<file path="config.mk">
export PLATFORM = sky130hd
export DESIGN_NAME = gpio_port_ctrl
export DESIGN_NICKNAME = d
export VERILOG_FILES = /design/src/rtl/gpio_port_pkg.sv /design/src/rtl/gpio_sync.sv /design/src/rtl/gpio_irq.sv /design/src/rtl/gpio_port_ctrl.sv
export SDC_FILE = /design/constraint.sdc
export NUM_CORES = 1
export LEC_CHECK = 0
export BUFFER_PORTS_ARGS = -buffer_cell sky130_fd_sc_hd__buf_4
export CAP_MARGIN = 10
export CORE_ASPECT_RATIO = 0.6
export CORE_MARGIN = 2
export CORE_UTILIZATION = 60
export DETAILED_ROUTE_END_ITERATION = 10
export PLACE_DENSITY_LB_ADDON = 0.08
export SETUP_SLACK_MARGIN = 0.5
export SLEW_MARGIN = 20
export SYNTH_ARGS = -nofsm -noshare
export SYNTH_HDL_FRONTEND = slang
export SYNTH_SLANG_ARGS = --single-unit
</file>
<file path="constraint.sdc">
create_clock -name clk -period 6.5 [get_ports clk]
set_clock_uncertainty 0.05 [all_clocks]
set_input_delay 1.95 -clock clk [delete_from_list [all_inputs] [get_ports clk]]
set_output_delay 1.95 -clock clk [all_outputs]
set_load 0.01 [all_outputs]
</file>
<file path="src/rtl/gpio_port_pkg.sv">
package gpio_port_pkg;

   typedef enum logic [3:0] {
      RIX_DIR   = 4'd0,
      RIX_OUT   = 4'd1,
      RIX_MASK  = 4'd2,
      RIX_MOUT  = 4'd3,
      RIX_SET   = 4'd4,
      RIX_CLR   = 4'd5,
      RIX_PIN   = 4'd6,
      RIX_IEN   = 4'd7,
      RIX_IMODE = 4'd8,
      RIX_IPOL  = 4'd9,
      RIX_ISTAT = 4'd10,
      RIX_GSEL  = 4'd11,
      RIX_GPOL  = 4'd12,
      RIX_GCTL  = 4'd13
   } reg_idx_e;

endpackage

</file>
<file path="src/rtl/gpio_sync.sv">
module gpio_sync #(
   parameter int WIDTH  = 32,
   parameter int STAGES = 2
) (
   input  logic             clk,
   input  logic             rst_n,
   input  logic [WIDTH-1:0] async_in,
   output logic [WIDTH-1:0] sync_out
);

   if (STAGES < 2) begin : g_bad_stages
      $error("gpio_sync: STAGES must be at least 2");
   end

   logic [WIDTH-1:0] chain_q [STAGES];

   for (genvar s = 0; s < STAGES; s++) begin : g_stage
      if (s == 0) begin : g_first
         always_ff @(posedge clk or negedge rst_n) begin
            if (!rst_n) chain_q[0] <= '0;
            else        chain_q[0] <= async_in;
         end
      end else begin : g_next
         always_ff @(posedge clk or negedge rst_n) begin
            if (!rst_n) chain_q[s] <= '0;
            else        chain_q[s] <= chain_q[s-1];
         end
      end
   end

   assign sync_out = chain_q[STAGES-1];

endmodule

</file>
<file path="src/rtl/gpio_irq.sv">
module gpio_irq #(
   parameter int WIDTH     = 32,
   parameter bit GROUP_REG = 1'b0
) (
   input  logic             clk,
   input  logic             rst_n,
   input  logic [WIDTH-1:0] lvl,
   input  logic [WIDTH-1:0] en,
   input  logic [WIDTH-1:0] mode,
   input  logic [WIDTH-1:0] pol,
   input  logic [WIDTH-1:0] w1c,
   input  logic [WIDTH-1:0] gsel,
   input  logic [WIDTH-1:0] gpol,
   input  logic             gand,
   output logic [WIDTH-1:0] stat,
   output logic [WIDTH-1:0] pin_irq,
   output logic             group_irq
);

   logic [WIDTH-1:0] prev_q;
   logic [WIDTH-1:0] sticky_q;
   logic [WIDTH-1:0] ev_vec;
   logic [WIDTH-1:0] lvl_hit;
   logic [WIDTH-1:0] g_active;
   logic             group_comb;

   for (genvar i = 0; i < WIDTH; i++) begin : g_pin
      logic rise, fall;
      assign rise       = lvl[i] & ~prev_q[i];
      assign fall       = ~lvl[i] & prev_q[i];
      assign ev_vec[i]  = en[i] & ~mode[i] & (pol[i] ? rise : fall);
      assign lvl_hit[i] = en[i] & mode[i] & (lvl[i] == pol[i]);
   end

   always_ff @(posedge clk or negedge rst_n) begin
      if (!rst_n) begin
         prev_q   <= '0;
         sticky_q <= '0;
      end else begin
         prev_q   <= lvl;
         sticky_q <= (sticky_q & ~w1c) | ev_vec;
      end
   end

   assign stat    = sticky_q | lvl_hit;
   assign pin_irq = (sticky_q & en & ~mode) | lvl_hit;

   assign g_active   = gsel & ~(lvl ^ gpol);
   assign group_comb = gand ? ((gsel != '0) && (g_active == gsel)) : (|g_active);

   if (GROUP_REG) begin : g_grp_reg
      logic grp_q;
      always_ff @(posedge clk or negedge rst_n) begin
         if (!rst_n) grp_q <= 1'b0;
         else        grp_q <= group_comb;
      end
      assign group_irq = grp_q;
   end else begin : g_grp_comb
      assign group_irq = group_comb;
   end

   assert_sticky_hold_R8: assert property (@(posedge clk) disable iff (!rst_n)
      (w1c == '0) |=> ((sticky_q & $past(sticky_q)) == $past(sticky_q)));

   assert_w1c_clears_R8: assert property (@(posedge clk) disable iff (!rst_n)
      (w1c != '0) |=> ((sticky_q & $past(w1c) & ~$past(ev_vec)) == '0));

endmodule

</file>
<file path="src/rtl/gpio_port_ctrl.sv">
module gpio_port_ctrl
   import gpio_port_pkg::*;
#(
   parameter int WIDTH       = 32,
   parameter int ADDR_W      = 6,
   parameter int SYNC_STAGES = 2,
   parameter bit GROUP_REG   = 1'b0
) (
   input  logic                 clk,
   input  logic                 rst_n,
   input  logic                 bus_sel,
   input  logic                 bus_wr,
   input  logic [ADDR_W-1:0]    bus_addr,
   input  logic [WIDTH/8-1:0]   bus_be,
   input  logic [WIDTH-1:0]     bus_wdata,
   output logic [WIDTH-1:0]     bus_rdata,
   input  logic [WIDTH-1:0]     pad_in,
   output logic [WIDTH-1:0]     pad_out,
   output logic [WIDTH-1:0]     pad_oe,
   output logic [WIDTH-1:0]     pin_irq,
   output logic                 group_irq
);

   localparam int LANES = WIDTH / 8;
   localparam int IDX_W = ADDR_W - 2;

   if ((WIDTH % 8) != 0 || WIDTH < 8 || WIDTH > 32) begin : g_bad_width
      $error("gpio_port_ctrl: WIDTH must be 8, 16, 24 or 32");
   end
   if (ADDR_W < 6) begin : g_bad_addr
      $error("gpio_port_ctrl: ADDR_W must be at least 6");
   end

   logic [IDX_W-1:0] widx;
   logic             wr_en;
   logic [WIDTH-1:0] lane_m;
   logic [WIDTH-1:0] strobed;
   logic             unused_addr_lsb;

   assign widx            = bus_addr[ADDR_W-1:2];
   assign wr_en           = bus_sel & bus_wr;
   assign strobed         = bus_wdata & lane_m;
   assign unused_addr_lsb = ^bus_addr[1:0];

   for (genvar l = 0; l < LANES; l++) begin : g_lane
      assign lane_m[8*l +: 8] = {8{bus_be[l]}};
   end

   function automatic logic [WIDTH-1:0] merge(input logic [WIDTH-1:0] old,
                                              input logic [WIDTH-1:0] lm,
                                              input logic [WIDTH-1:0] nw);
      return (old & ~lm) | (nw & lm);
   endfunction

   function automatic logic hit(input logic [IDX_W-1:0] ix, input reg_idx_e r, input logic we);
      return we && (ix == IDX_W'(r));
   endfunction

   logic [WIDTH-1:0] dir_q, out_q, mask_q, ien_q, imode_q, ipol_q, gsel_q, gpol_q;
   logic             gand_q;
   logic [WIDTH-1:0] out_d;
   logic [WIDTH-1:0] pin_lvl, istat, w1c;

   always_comb begin
      out_d = out_q;
      if (hit(widx, RIX_OUT, wr_en))  out_d = merge(out_q, lane_m, bus_wdata);
      if (hit(widx, RIX_MOUT, wr_en)) out_d = merge(out_q, lane_m & ~mask_q, bus_wdata);
      if (hit(widx, RIX_SET, wr_en))  out_d = out_q | strobed;
      if (hit(widx, RIX_CLR, wr_en))  out_d = out_q & ~strobed;
   end

   assign w1c = hit(widx, RIX_ISTAT, wr_en) ? strobed : '0;

   always_ff @(posedge clk or negedge rst_n) begin
      if (!rst_n) begin
         dir_q   <= '0;
         out_q   <= '0;
         mask_q  <= '0;
         ien_q   <= '0;
         imode_q <= '0;
         ipol_q  <= '0;
         gsel_q  <= '0;
         gpol_q  <= '0;
         gand_q  <= 1'b0;
      end else begin
         out_q <= out_d;
         if (hit(widx, RIX_DIR, wr_en))   dir_q   <= merge(dir_q, lane_m, bus_wdata);
         if (hit(widx, RIX_MASK, wr_en))  mask_q  <= merge(mask_q, lane_m, bus_wdata);
         if (hit(widx, RIX_IEN, wr_en))   ien_q   <= merge(ien_q, lane_m, bus_wdata);
         if (hit(widx, RIX_IMODE, wr_en)) imode_q <= merge(imode_q, lane_m, bus_wdata);
         if (hit(widx, RIX_IPOL, wr_en))  ipol_q  <= merge(ipol_q, lane_m, bus_wdata);
         if (hit(widx, RIX_GSEL, wr_en))  gsel_q  <= merge(gsel_q, lane_m, bus_wdata);
         if (hit(widx, RIX_GPOL, wr_en))  gpol_q  <= merge(gpol_q, lane_m, bus_wdata);
         if (hit(widx, RIX_GCTL, wr_en) && bus_be[0]) gand_q <= bus_wdata[0];
      end
   end

   gpio_sync #(.WIDTH(WIDTH), .STAGES(SYNC_STAGES)) u_sync (
      .clk      (clk),
      .rst_n    (rst_n),
      .async_in (pad_in),
      .sync_out (pin_lvl)
   );

   gpio_irq #(.WIDTH(WIDTH), .GROUP_REG(GROUP_REG)) u_irq (
      .clk       (clk),
      .rst_n     (rst_n),
      .lvl       (pin_lvl),
      .en        (ien_q),
      .mode      (imode_q),
      .pol       (ipol_q),
      .w1c       (w1c),
      .gsel      (gsel_q),
      .gpol      (gpol_q),
      .gand      (gand_q),
      .stat      (istat),
      .pin_irq   (pin_irq),
      .group_irq (group_irq)
   );

   always_comb begin
      bus_rdata = '0;
      if (widx == IDX_W'(RIX_DIR))        bus_rdata = dir_q;
      else if (widx == IDX_W'(RIX_OUT))   bus_rdata = out_q;
      else if (widx == IDX_W'(RIX_MASK))  bus_rdata = mask_q;
      else if (widx == IDX_W'(RIX_MOUT))  bus_rdata = out_q;
      else if (widx == IDX_W'(RIX_PIN))   bus_rdata = pin_lvl;
      else if (widx == IDX_W'(RIX_IEN))   bus_rdata = ien_q;
      else if (widx == IDX_W'(RIX_IMODE)) bus_rdata = imode_q;
      else if (widx == IDX_W'(RIX_IPOL))  bus_rdata = ipol_q;
      else if (widx == IDX_W'(RIX_ISTAT)) bus_rdata = istat;
      else if (widx == IDX_W'(RIX_GSEL))  bus_rdata = gsel_q;
      else if (widx == IDX_W'(RIX_GPOL))  bus_rdata = gpol_q;
      else if (widx == IDX_W'(RIX_GCTL))  bus_rdata = WIDTH'(gand_q);
   end

   assign pad_out = out_q;
   assign pad_oe  = dir_q;

   assert_dir_full_R2: assert property (@(posedge clk) disable iff (!rst_n)
      (hit(widx, RIX_DIR, wr_en) && (&bus_be)) |=> (pad_oe == $past(bus_wdata)));

   assert_mask_keep_R4: assert property (@(posedge clk) disable iff (!rst_n)
      hit(widx, RIX_MOUT, wr_en) |=> ((pad_out & $past(mask_q)) == ($past(pad_out) & $past(mask_q))));

   assert_set_bits_R5: assert property (@(posedge clk) disable iff (!rst_n)
      hit(widx, RIX_SET, wr_en) |=> (((pad_out & $past(strobed)) == $past(strobed))
                                     && ((pad_out & ~$past(strobed)) == ($past(pad_out) & ~$past(strobed)))));

   assert_clr_bits_R6: assert property (@(posedge clk) disable iff (!rst_n)
      hit(widx, RIX_CLR, wr_en) |=> (((pad_out & $past(strobed)) == '0)
                                     && ((pad_out & ~$past(strobed)) == ($past(pad_out) & ~$past(strobed)))));

endmodule

</file>
Word-level counts from Yosys, hierarchy flattened
Index checks and enable logic that the tools add are counted.
Word-level totals
  bits in registers: 385
  latch bits: 0
  RAM bits: 0
  ROM bits: 0
  word-level logic and storage cells: 455
  memories kept: 0
Operators by class
  add/sub/neg operators: 0
  multipliers: 0
  div/mod/pow operators: 0
  magnitude comparators: 0
  equality and inequality tests: 46
  shift operators: 0
  mux-type cells: 50
  bitwise gates (word level): 327
  reduce and logical (&&, ||, !) cells: 19
Operator list (count)
  $and A32 B32 Y32: 17
  $mux W32: 16
  $or A32 B32 Y32: 13
  $not A32 Y32: 7
  $and A1 B1 Y1: 193
  $not A1 Y1: 96
  $mux W1: 34
  $eq A1 B1 Y1: 32
  $eq A32 B32 Y1: 1
  $reduce_bool A32 Y1: 1
  $reduce_or A32 Y1: 1
  $xor A32 B32 Y32: 1
  $eq A4 B4 Y1 const B: 6
  $eq A4 B3 Y1 const B: 4
  $logic_and A1 B1 Y1: 15
  $eq A4 B2 Y1 const B: 2
  $eq A4 B1 Y1 const B: 1
  $logic_not A4 Y1: 1
  $reduce_bool A4 Y1: 1

Logic depth before layout (Yosys ltp)
Gate-level depths: netlist (run 1).
  depth in word-level cells: 13
  depth in mapped cells: 9
  mapped depth without buffers: 6

By module
Synthesis (run 1) repeated with hierarchy kept, for this count alone.
Unflattened totals
  cell total of the unflattened synthesis: 2056
  area total of the unflattened synthesis: 20608.5 sq um
By module, submodules not included
  gpio_port_ctrl: times used 1, cells an instance 1387, area an instance 14342.5 sq um, sequential area each 6431.2 sq um
  gpio_irq: times used 1, cells an instance 573, area an instance 4424.2 sq um, sequential area each 1601.5 sq um
  gpio_sync: times used 1, cells an instance 96, area an instance 1841.8 sq um, sequential area each 1601.5 sq um

Worst setup path before layout (run 1)
Ideal clock, no wire load.
  path type: in2out
  from: in bus_addr[5]
  to: out bus_rdata[10]
  arrival: 3.291 ns
  required time: 4.500 ns
  path slack: 1.209 ns
  stages: 9
  cells stage by stage: buf_6 or3b_1 buf_6 nor2_8 buf_6 nand2_1 o21ai_1 o211ai_1 a32oi_1
Between the ends
  cells in the longest elaborated chain, start to end: 12
Ends and longest elaborated chain
  start, declared: RTL line gpio_port_ctrl.sv:13  | input logic [ADDR_W-1:0] bus_addr,
  $eq A4 B4 Y1: RTL line gpio_port_ctrl.sv:133  | else if (widx == IDX_W'(RIX_GPOL)) bus_rdata = gpol_q;
  $mux W32: RTL line gpio_port_ctrl.sv:133
  $mux W32: RTL line gpio_port_ctrl.sv:132  | else if (widx == IDX_W'(RIX_GSEL)) bus_rdata = gsel_q;
  $mux W32: RTL line gpio_port_ctrl.sv:131  | else if (widx == IDX_W'(RIX_ISTAT)) bus_rdata = istat;
  $mux W32: RTL line gpio_port_ctrl.sv:130  | else if (widx == IDX_W'(RIX_IPOL)) bus_rdata = ipol_q;
  $mux W32: RTL line gpio_port_ctrl.sv:129  | else if (widx == IDX_W'(RIX_IMODE)) bus_rdata = imode_q;
  $mux W32: RTL line gpio_port_ctrl.sv:128  | else if (widx == IDX_W'(RIX_IEN)) bus_rdata = ien_q;
  $mux W32: RTL line gpio_port_ctrl.sv:127  | else if (widx == IDX_W'(RIX_PIN)) bus_rdata = pin_lvl;
  $mux W32: RTL line gpio_port_ctrl.sv:126  | else if (widx == IDX_W'(RIX_MOUT)) bus_rdata = out_q;
  $mux W32: RTL line gpio_port_ctrl.sv:125  | else if (widx == IDX_W'(RIX_MASK)) bus_rdata = mask_q;
  $mux W32: RTL line gpio_port_ctrl.sv:124  | else if (widx == IDX_W'(RIX_OUT)) bus_rdata = out_q;
  $mux W32 (*): RTL line gpio_port_ctrl.sv:123  | if (widx == IDX_W'(RIX_DIR)) bus_rdata = dir_q;
  end, declared: RTL line gpio_port_ctrl.sv:16  | output logic [WIDTH-1:0] bus_rdata,
Mark *: on every way between the ends. The rest lies on a longest branch, timed or not.

Worst setup path in the final report (run 1)
  from: in bus_addr[4]
  to: out bus_rdata[0]
Between the ends
  cells in the longest elaborated chain, start to end: 13
Ends and longest elaborated chain
  $eq A4 B4 Y1: RTL line gpio_port_ctrl.sv:134  | else if (widx == IDX_W'(RIX_GCTL)) bus_rdata = WIDTH'(gand_q);
  $mux W1: RTL line gpio_port_ctrl.sv:134
  $mux W32: RTL line gpio_port_ctrl.sv:133
  $mux W32: RTL line gpio_port_ctrl.sv:132
  $mux W32: RTL line gpio_port_ctrl.sv:131
  $mux W32: RTL line gpio_port_ctrl.sv:130
  $mux W32: RTL line gpio_port_ctrl.sv:129
  $mux W32: RTL line gpio_port_ctrl.sv:128
  $mux W32: RTL line gpio_port_ctrl.sv:127
  $mux W32: RTL line gpio_port_ctrl.sv:126
  $mux W32: RTL line gpio_port_ctrl.sv:125
  $mux W32: RTL line gpio_port_ctrl.sv:124
  $mux W32 (*): RTL line gpio_port_ctrl.sv:123
Marked as above.

==> results of run 1 <==
-- power breakdown --
group | switching, W | internal (W) | total, W
combinational | 0.000656 | 0.000593 | 0.00125
clock | 0.000946 | 0.00120 | 0.00214
sequential | 0.000343 | 0.00267 | 0.00302
total | 0.00195 | 0.00447 | 0.00641
-- worst register-to-register path, cell delays in order, from the launching register on --
cell,delay [ns]
dfrtp_1,0.40
nand2_1,0.07
nand3_1,0.08
o21ai_0,0.24
nand2_1,0.09
a22o_1,0.23
-- cells by family (layout without fill, tap and decap cells) --
logic type             count (synthesis)  after routing
buffers and inverters                139            368
multiplexers                         272            272
flip-flops                           385            385
other                                  0              1
AO/OA/AOI/OAI                        596            596
XOR/XNOR                              64             64
AND/OR/NAND/NOR                      485            486
-- worst max path at each step --
stage | startpoint | endpoint | cells after the start
6_report | bus_addr[4] | bus_rdata[0] | 8
5_1_grt | bus_addr[4] | bus_rdata[0] | 8
2_1_floorplan | bus_addr[5] | bus_rdata[10] | 9
3_3_place_gp | bus_addr[3] | bus_rdata[17] | 6
3_5_place_dp | bus_addr[3] | bus_rdata[28] | 8
4_1_cts | bus_addr[3] | bus_rdata[25] | 9
-- final cells by class --
cell class	instances	area [um2]	share of cell area [%]
inverter	38	142.6	0.6148
clock buffer	52	1042	4.492
timing repair buffer	267	2081	8.968
tap	424	530.5	2.287
antenna	1	2.502	0.01079
clock inverter	11	113.9	0.4908
multi-input combinational	1418	9654	41.61
sequential	385	9634	41.53
-- timing repair --
| action | CTS | global route |
|---|---|---|
| setup endpoints to repair | 18 | 17 |
| buffers inserted | 2 | 2 |
| hold endpoints to repair | 0 | 0 |
| gates cloned | 0 | 1 |
| pin swaps | 1 | 0 |
| resized for setup | 2 | 6 |
-- routing by layer --
metal	global-route usage [%]	part of all wire (%)	vias to the layer above
met5	0	0	-
met4	13.81	3.6	0
met3	9.646	13	200
met2	56.98	43	1205
met1	57.52	41	8739
li1	-	-	7493
-- per-stage QoR --
stage | utilization (%) | worst slack [ns] | power, W | std cells | area, um2
detailed placement | 67.50 | 0.3895 | 0.004262 | 2527 | 21970
finish | 71.29 | 0.4501 | 0.006412 | 2596 | 23200
CTS | 71.12 | 0.5051 | 0.006377 | 2592 | 23140
floorplan | - | 1.209 | 0.003665 | 1941 | 19910
global route | 71.29 | 0.4571 | 0.006654 | 2596 | 23200
global placement | 67.50 | 0.4431 | 0.004213 | 2527 | 21970
-- placed cells by master (no fill, tap or decap), drive strengths merged, types with 3 or more instances in the layout --
cell type and n:
o21ai 225, xnor2 53, nand2 174, o2111ai 3, o221ai 9, inv 38, o21a 4, o211ai 8
a32oi 21, clkbuf 52, a311o 13, nand2b 38, mux2i 41, nor2 109, nor4 11, a221o 9
nand4 8, clkinv 7, nor2b 71, a31oi 9, a21o 5, o31ai 33, a21oi 159, a2bb2oi 12
dfrtp 385, xor2 11, buf 267, and2 3, a221oi 11, nand3 46, a22oi 22, nor3 16
and3 6, o22ai 30, a311oi 12, mux2 231
==> metrics, run 1 <==
TritonCTS clock tree=done; peak supply drop=0.2002 mV; hpwl dp=46050 um; hold depth=0; GRT Total Usage=39.31%; antenna violations before repair=1; Post-Syn Nets=2019; Mapped Cells=1941; Yosys reg bits=385; port buffer count=204; post-synthesis adder-cell area fraction=0%; max frequency=0.1653 GHz; Final period util=93.08%; htree depth=2; number of global-route vias before repair=17070; post-route ant nets=0; Hold Violations, Final=0; LEAKAGE=9.977 nW; cell area after synthesis=0.01991 mm2; Synth Area per Inst=10.26 um2; critical path class=in2out; Synth Area in Compound Gates=18.30%; initial DRC count=2685; post-route setup TNS=0 ns; Post-synth top cells=dfrtp_1 (385), mux2_2 (230), nand2_1 (168); hold_buf cts=0; XOR/XNOR Fraction of Synth Area=2.815%; Pwr Density=276.3 mW/mm2; Die Width=239.2 um; crit-path max cell delay=0.41 ns; r2r setup slk=5.24 ns; Distinct cells, synth=64; relative slew slack=19.76%; clk_lat worst skew=0.54 ns; routability congestion estimate=0.9722; crit path DAT=4.05 ns; most common cell in the netlist=dfrtp_1; cts bufs inserted=37; HP Class=reg2reg; drt wl/cell=26.56 um; CP top delay family=compound AO/OA/AOI/OAI gates; Core Rows=51; CTS Buffer Depth=3; DRT Pass-1 Iters=6; Ys Warns=0; Post-Synth Simple-Gate Area=12.04%; Worst Hold End=u_sync.sync_out[18]; core area=0.03254 mm2; DRC=0; Worst setup SP type=primary input; die height=145.1 um; CP max stage cell=o21ai_0; share of layout cells above drive strength 1=27.54%; EDFF count, synth=0; worst path cell trace=buf_6, buf_4, and2b_1, and2_2, o21ai_0, o221ai_1, o21ai_0, buf_4; largest net degree at the start of global routing=119; fillers=2414; final-stage net count=2225; Initial Util=61.18%; final setup vio count=0; global-route wire length before repair=103600 um; worst hold slack=0.2948 ns; leading area contributor after synthesis=dfrtp_1; Vias per Instance=6.794; largest family of logic cells by synthesized area=compound AO/OA/AOI/OAI gates; Synth area leaders=dfrtp_1 (48%), mux2_2 (13%), a21oi_1 (3.9%), o21ai_0 (3.9%), nand2_1 (3.2%); Max Slew Vio Count=0; RSZ-0062 raised after global routing=yes; status=finished, final reports clean; clock-pin slew on the worst setup and hold paths=0.06 ns; area delta synth->final=16.52%; die area=0.03471 mm2; I/O pin cnt=207; CTS Sinks=385; post-synthesis sequential area ratio=48.39%; Root Buffer=clkbuf_16; Post-synth top flop=dfrtp_1; crit path time final=6.050 ns; CP Data Required Time=4.50 ns; crit path capture type=output pin; grt ovf=0; hold path startpoint=u_sync.chain_q[50]; via count=17640; Yosys top cell area share=48.39%; DRT Wirelength=68960 um; total of max-cap violations=0; mux contribution to synthesized area=15.13%; worst path bufs/invs=3; ys async rst share=100.0%; Slew @ Worst Pin=1.199 ns; highest net fanout along the worst path=19; R2R cell count=5
(Power assumes the default switching activity.)
==> run 2: changes to the inputs <==
Settings changed: SLEW_MARGIN 20 to unset.
Clock period 6.5 ns to 7.2 ns, I/O delays scaled along.
==> metrics, run 2 (synthesis results as in run 1) <==
worst slack, placed=0.5622 ns (+0.1727 ns); CP Data Required Time=4.99 ns (+0.49 ns); crit path capture type=output pin; crit-path max cell delay=0.58 ns (+0.17 ns); initial DRC count=2493 (-7.2%); Hold Violations, Final=0 (unchanged); non-filler cells, final=2586 (-0.39%); peak supply drop=0.1741 mV (-13%); area delta synth->final=16.83%; htree depth=2 (unchanged); cts bufs inserted=37 (unchanged); max frequency=0.1495 GHz; LEAKAGE=9.986 nW (about the same); final setup vio count=0 (unchanged); via count=17430 (-1.2%); Pwr Density=257.8 mW/mm2 (-6.7%); Worst Hold End=u_sync.sync_out[15]; crit path DAT=4.48 ns (+0.43 ns); Vias per Instance=6.742 (-0.77%); Root Buffer=clkbuf_16; die area=0.03471 mm2 (unchanged); Final period util=92.89%; Max Slew Vio Count=0 (unchanged); post-route ant nets=0 (unchanged); GRT Total Usage=38.86% (-0.46 points); CTS Sinks=385 (unchanged); DRT Wirelength=67730 um (-1.8%); DRC=0 (unchanged); total of max-cap violations=0 (unchanged); number of global-route vias before repair=16720 (-2.0%); largest net degree at the start of global routing=115 (-3.4%); final worst setup slack=0.5121 ns (+0.06204 ns); highest net fanout along the worst path=23 (+4); hold path startpoint=u_sync.chain_q[47]; final-stage net count=2214 (-0.49%); crit path time final=6.688 ns; grt ovf=0 (unchanged); most used cell, CP=buf_4; r2r setup slk=5.94 ns (+0.70 ns); routability congestion estimate=0.9996 (+2.8%); core area=0.03254 mm2 (unchanged); hold depth=0 (unchanged); I/O pin cnt=207 (unchanged); post-route setup TNS=0 ns (unchanged); Worst setup SP type=primary input; drt wl/cell=26.19 um (-1.4%); Placed Cells=2515 (-0.47%); antenna violations before repair=1 (unchanged); HP Class=reg2reg; RSZ-0062 raised after global routing=yes; Core Rows=51 (unchanged); CP max stage cell=nor2_1; CTS Buffer Depth=3 (unchanged); worst path cell trace=buf_4, inv_1, nor2_1, o21ai_0, a21oi_1, a221o_1, a2bb2oi_1, buf_4; Initial Util=61.18% (unchanged); global-route wire length before repair=102300 um (-1.2%); critical path class=in2out; relative slew slack=26.35% (+6.6 points); most frequent cells in the layout=dfrtp_1 (385), buf_4 (251), mux2_2 (230); status=finished, final reports clean; Die Width=239.2 um (unchanged); ANT cells=0 (-1); clk_lat worst skew=0.55 ns (about the same); clock-pin slew on the worst setup and hold paths=0.07 ns (about the same); DRT Pass-1 Iters=6 (unchanged); hpwl dp=45200 um (-1.8%); CP top delay family=buffers and inverters; TritonCTS clock tree=done; port buffer count=204 (unchanged); Slew @ Worst Pin=1.101 ns (-0.09856 ns); share of layout cells above drive strength 1=27.29% (-0.26 points); most common cell after layout, fill and taps aside=dfrtp_1; die height=145.1 um (unchanged); R2R cell count=5 (unchanged); fillers=2416 (+0.083%); worst path bufs/invs=3 (unchanged)
==> run 2: how the worst max path moves through the flow <==
stage | from | depth (start not counted) | slack (ns) | end
final | bus_addr[3] | 8 | 0.51 | bus_rdata[17]
after global routing | bus_addr[4] | 8 | 0.50 | bus_rdata[17]
after CTS | bus_addr[5] | 8 | 0.56 | bus_rdata[9]
after detailed placement | bus_addr[5] | 8 | 0.56 | bus_rdata[9]
after global placement | bus_addr[5] | 8 | 0.59 | bus_rdata[9]
after floorplan | bus_addr[5] | 9 | 1.49 | bus_rdata[10]
==> run 2: worst reg2reg max path, stage by stage, from the launching register on <==
cell and delay, ns:
dfrtp_1 0.40, nand2_1 0.07, nand3_1 0.07, o21ai_0 0.24, nand2_1 0.08, a22o_1 0.24
==> run 2: where the power goes <==
part | total (W) | switching [W] | leakage [nW] | internal, W
Combinational | 0.00112 | 0.000588 | 4.53 | 0.000530
Sequential | 0.00272 | 0.000308 | 4.83 | 0.00241
Clock | 0.00216 | 0.000881 | 0.629 | 0.00128
Total | 0.00600 | 0.00178 | 9.99 | 0.00422
==> run 2: metal layers <==
layer	vias to the layer above	wire [um]	GRT usage, %
li1	7484	-	-
met1	8600	27730	56.79
met2	1142	28940	55.03
met3	208	8841	11.32
met4	0	2213	13.63
met5	-	0	0
==> run 2: stage by stage <==
| stage | hold slack, ns | util (%) | instance area, um2 | power [W] |
|---|---|---|---|---|
| 2_1_floorplan | 0.2812 | - | 19910 | 0.003308 |
| 3_3_place_gp | 0.2817 | 67.20 | 21870 | 0.003796 |
| 3_5_place_dp | 0.2847 | 67.20 | 21870 | 0.003838 |
| 4_1_cts | 0.2990 | 71.25 | 23190 | 0.005973 |
| 5_1_grt | 0.2997 | 71.48 | 23260 | 0.006208 |
| 6_report | 0.2921 | 71.48 | 23260 | 0.005997 |
==> run 2: cell type report <==
class	instances	area (um2)	share of cell area, %
Clock inverter	17	276.5	1.189
Multi-Input combinational cell	1417	9648	41.47
Inverter	38	142.6	0.6132
Tap cell	424	530.5	2.281
Sequential cell	385	9634	41.42
Timing Repair Buffer	257	1991	8.557
Clock buffer	48	1040	4.470
==> run 2: timing repair <==
item                       CTS  global route
hold buffers                 0             0
resized for setup            0             2
setup buffers                0             6
setup endpoints to repair    0            13
==> run 3: changes to the inputs <==
Settings changed: ABC_AREA set to 1.
Clock period 7.2 ns to 7.7 ns, I/O delays scaled along.
==> metrics, run 3 <==
CTS Buffer Depth=3 (unchanged); Ys Warns=0 (unchanged); number of global-route vias before repair=17900 (+7.0%); peak supply drop=0.1815 mV (+4.3%); r2r setup slk=6.43 ns (+0.49 ns); Worst Hold End=u_sync.sync_out[15]; EDFF count, synth=0 (unchanged); Vias per Instance=5.998 (-11%); critical path class=in2out; Post-synth top flop=dfrtp_1; hold path startpoint=u_sync.chain_q[47]; fillers=2588 (+7.1%); Yosys reg bits=385 (unchanged); cell area after synthesis=0.01945 mm2 (-2.3%); TritonCTS clock tree=done; DRT Pass-1 Iters=8 (+2); Synth Area per Inst=7.536 um2 (-27%); most frequent cells in the layout=nand2_1 (908), dfrtp_1 (385), o21ai_0 (361); via count=19250 (+10%); area of the multi-input gates=0.008424 mm2 (-13%); Mapped Cells=2581 (+33%); drt wl/cell=20.32 um (-22%); Post-synth top cells=nand2_1 (910), dfrtp_1 (385), o21ai_0 (361); post-CTS setup buffers=0 (unchanged); Slew @ Worst Pin=1.176 ns (+0.07527 ns); initial DRC count=2698 (+8.2%); most common cell in the netlist=nand2_1; GRT Total Usage=38.61% (-0.25 points); DRC=0 (unchanged); Core Rows=51 (unchanged); core area=0.03216 mm2 (-1.2%); max frequency=0.1512 GHz; highest net fanout along the worst path=9 (-61%); grt ovf=0 (unchanged); clk_lat worst skew=0.54 ns (about the same); share of layout cells above drive strength 1=11.75% (-16 points); Synth area leaders=dfrtp_1 (50%), nand2_1 (18%), o21ai_0 (9.3%), inv_1 (5.2%), nand3_1 (3.2%); crit path time final=6.615 ns; largest net degree at the start of global routing=114 (-0.87%); area delta synth->final=16.94% (about the same); final setup vio count=0 (unchanged); hold_buf cts=0 (unchanged); post-route ant nets=0 (unchanged); post-synthesis sequential area ratio=49.53% (+1.1 points); Hold Violations, Final=0 (unchanged); port buffer count=204 (unchanged); hpwl dp=43050 um (-4.8%); most common cell after layout, fill and taps aside=nand2_1; PostCTS Resize Cnt=0 (unchanged); I/O pin cnt=207 (unchanged); worst hold slack=0.2967 ns (+0.004566 ns); clock-pin slew on the worst setup and hold paths=0.07 ns (about the same); hold depth=0 (unchanged); HP Class=reg2reg; Max Slew Vio Count=0 (unchanged); RSZ-0062 raised after global routing=no; die area=0.03392 mm2 (-2.3%); die height=143.5 um (-1.1%); post-route setup TNS=0 ns (unchanged); power after layout=0.005505 W (-8.2%); R2R cell count=5 (unchanged); ys async rst share=100.0% (unchanged); Final period util=85.91%; Yosys top cell area share=49.53% (+1.1 points); htree depth=2 (unchanged); relative slew slack=21.41% (-4.9 points); Die Width=236.4 um (-1.1%); leading area contributor after synthesis=dfrtp_1; Reg area=0.009634 mm2 (unchanged); Distinct cells, synth=30 (-53%); global-route wire length before repair=100300 um (-2.0%); Pwr Density=242.1 mW/mm2 (-6.1%); Worst setup SP type=primary input; CTS Sinks=385 (unchanged); total of max-cap violations=0 (unchanged); cts bufs inserted=38 (+2.7%); LEAKAGE=10.98 nW (+10%); crit path capture type=output pin; Root Buffer=clkbuf_16; DRT Wirelength=65210 um (-3.7%); crit path DAT=4.25 ns (-0.23 ns); CP Data Required Time=5.34 ns (+0.35 ns); final-stage net count=2836 (+28%); Initial Util=60.48% (-0.71 points); status=finished, final reports clean; antenna violations before repair=4 (+3); routability congestion estimate=0.9707 (-2.9%); Post-Syn Nets=2659 (+32%)
## run 3: cell types whose count changed after synthesis, moves of 47 or more
cell	delta
nand3_1	+78
o21ai_1	-47
inv_1	+234
a21oi_1	-76
nand2_1	+742
nand3b_1	+48
nor2b_1	-71
o21ai_0	+206
mux2_2	-230
## run 3: layout make-up
cell class                      instances  share of cell area, %
Timing Repair Buffer                  228                  7.779
Inverter                              284                  4.687
Clock buffer                           52                  4.770
Multi-Input combinational cell       1821                  37.04
Clock inverter                         14                  1.012
Sequential cell                       385                  42.36
Tap cell                              424                  2.332
Antenna cell                            2                0.02200
## run 3: through the flow
stage | util (%) | setup WS, ns | std cells | instance area [um2]
after floorplan | - | 1.909 | 2581 | 19450
after global placement | 66.62 | 1.192 | 3142 | 21420
after detailed placement | 66.62 | 1.168 | 3142 | 21420
after CTS | 70.70 | 1.160 | 3208 | 22740
after global routing | 70.71 | 0.9788 | 3209 | 22740
final | 70.72 | 1.085 | 3210 | 22740
## run 3: cells by family (layout without fill, tap and decap cells)
kind of cell,count (synthesis),after routing,share of synthesized area [%]
compound gates,538,538,14.87
xor+xnor,35,35,1.576
buf+inv,375,578,7.334
flops,385,385,49.53
other cells,0,2,0
simple gates,1248,1248,26.69
## run 3: worst max-delay path, stage by stage
cell and delay, ns:
buf_4 0.14, inv_2 0.07, nand2_1 0.12, nor2_1 0.59
buf_4 0.33, nand2_1 0.08, nand2_1 0.09, nand3b_1 0.13
nand2_1 0.05, nand4_1 0.06, nand2_1 0.05, nand3_1 0.08
buf_4 0.13
## run 3: how the worst max path moves through the flow
stage                            from       endpoint  slack, ns  cells past startpoint
after floorplan           bus_addr[2]  bus_rdata[11]       1.91                     10
after global placement    bus_addr[3]  bus_rdata[30]       1.19                     13
after detailed placement  bus_addr[3]  bus_rdata[30]       1.17                     13
after CTS                 bus_addr[3]  bus_rdata[30]       1.16                     13
after global routing      bus_addr[3]   bus_rdata[8]       0.98                     13
final                     bus_addr[3]  bus_rdata[30]       1.09                     13
## run 3: report_power, final
part	switching [W]	internal (W)
clock network	0.000821	0.00119
logic	0.000580	0.000390
registers	0.000253	0.00227
total	0.00165	0.00385
## run 3: per-layer routing
| metal | global-route usage, % | routed length, um | part of all wire (%) |
|---|---|---|---|
| met3 | 10.60 | 8450 | 13 |
| met4 | 15.79 | 2509 | 3.8 |
| met5 | 0 | 21 | 0.032 |
| met2 | 56.02 | 27270 | 42 |
| met1 | 55.07 | 26960 | 41 |
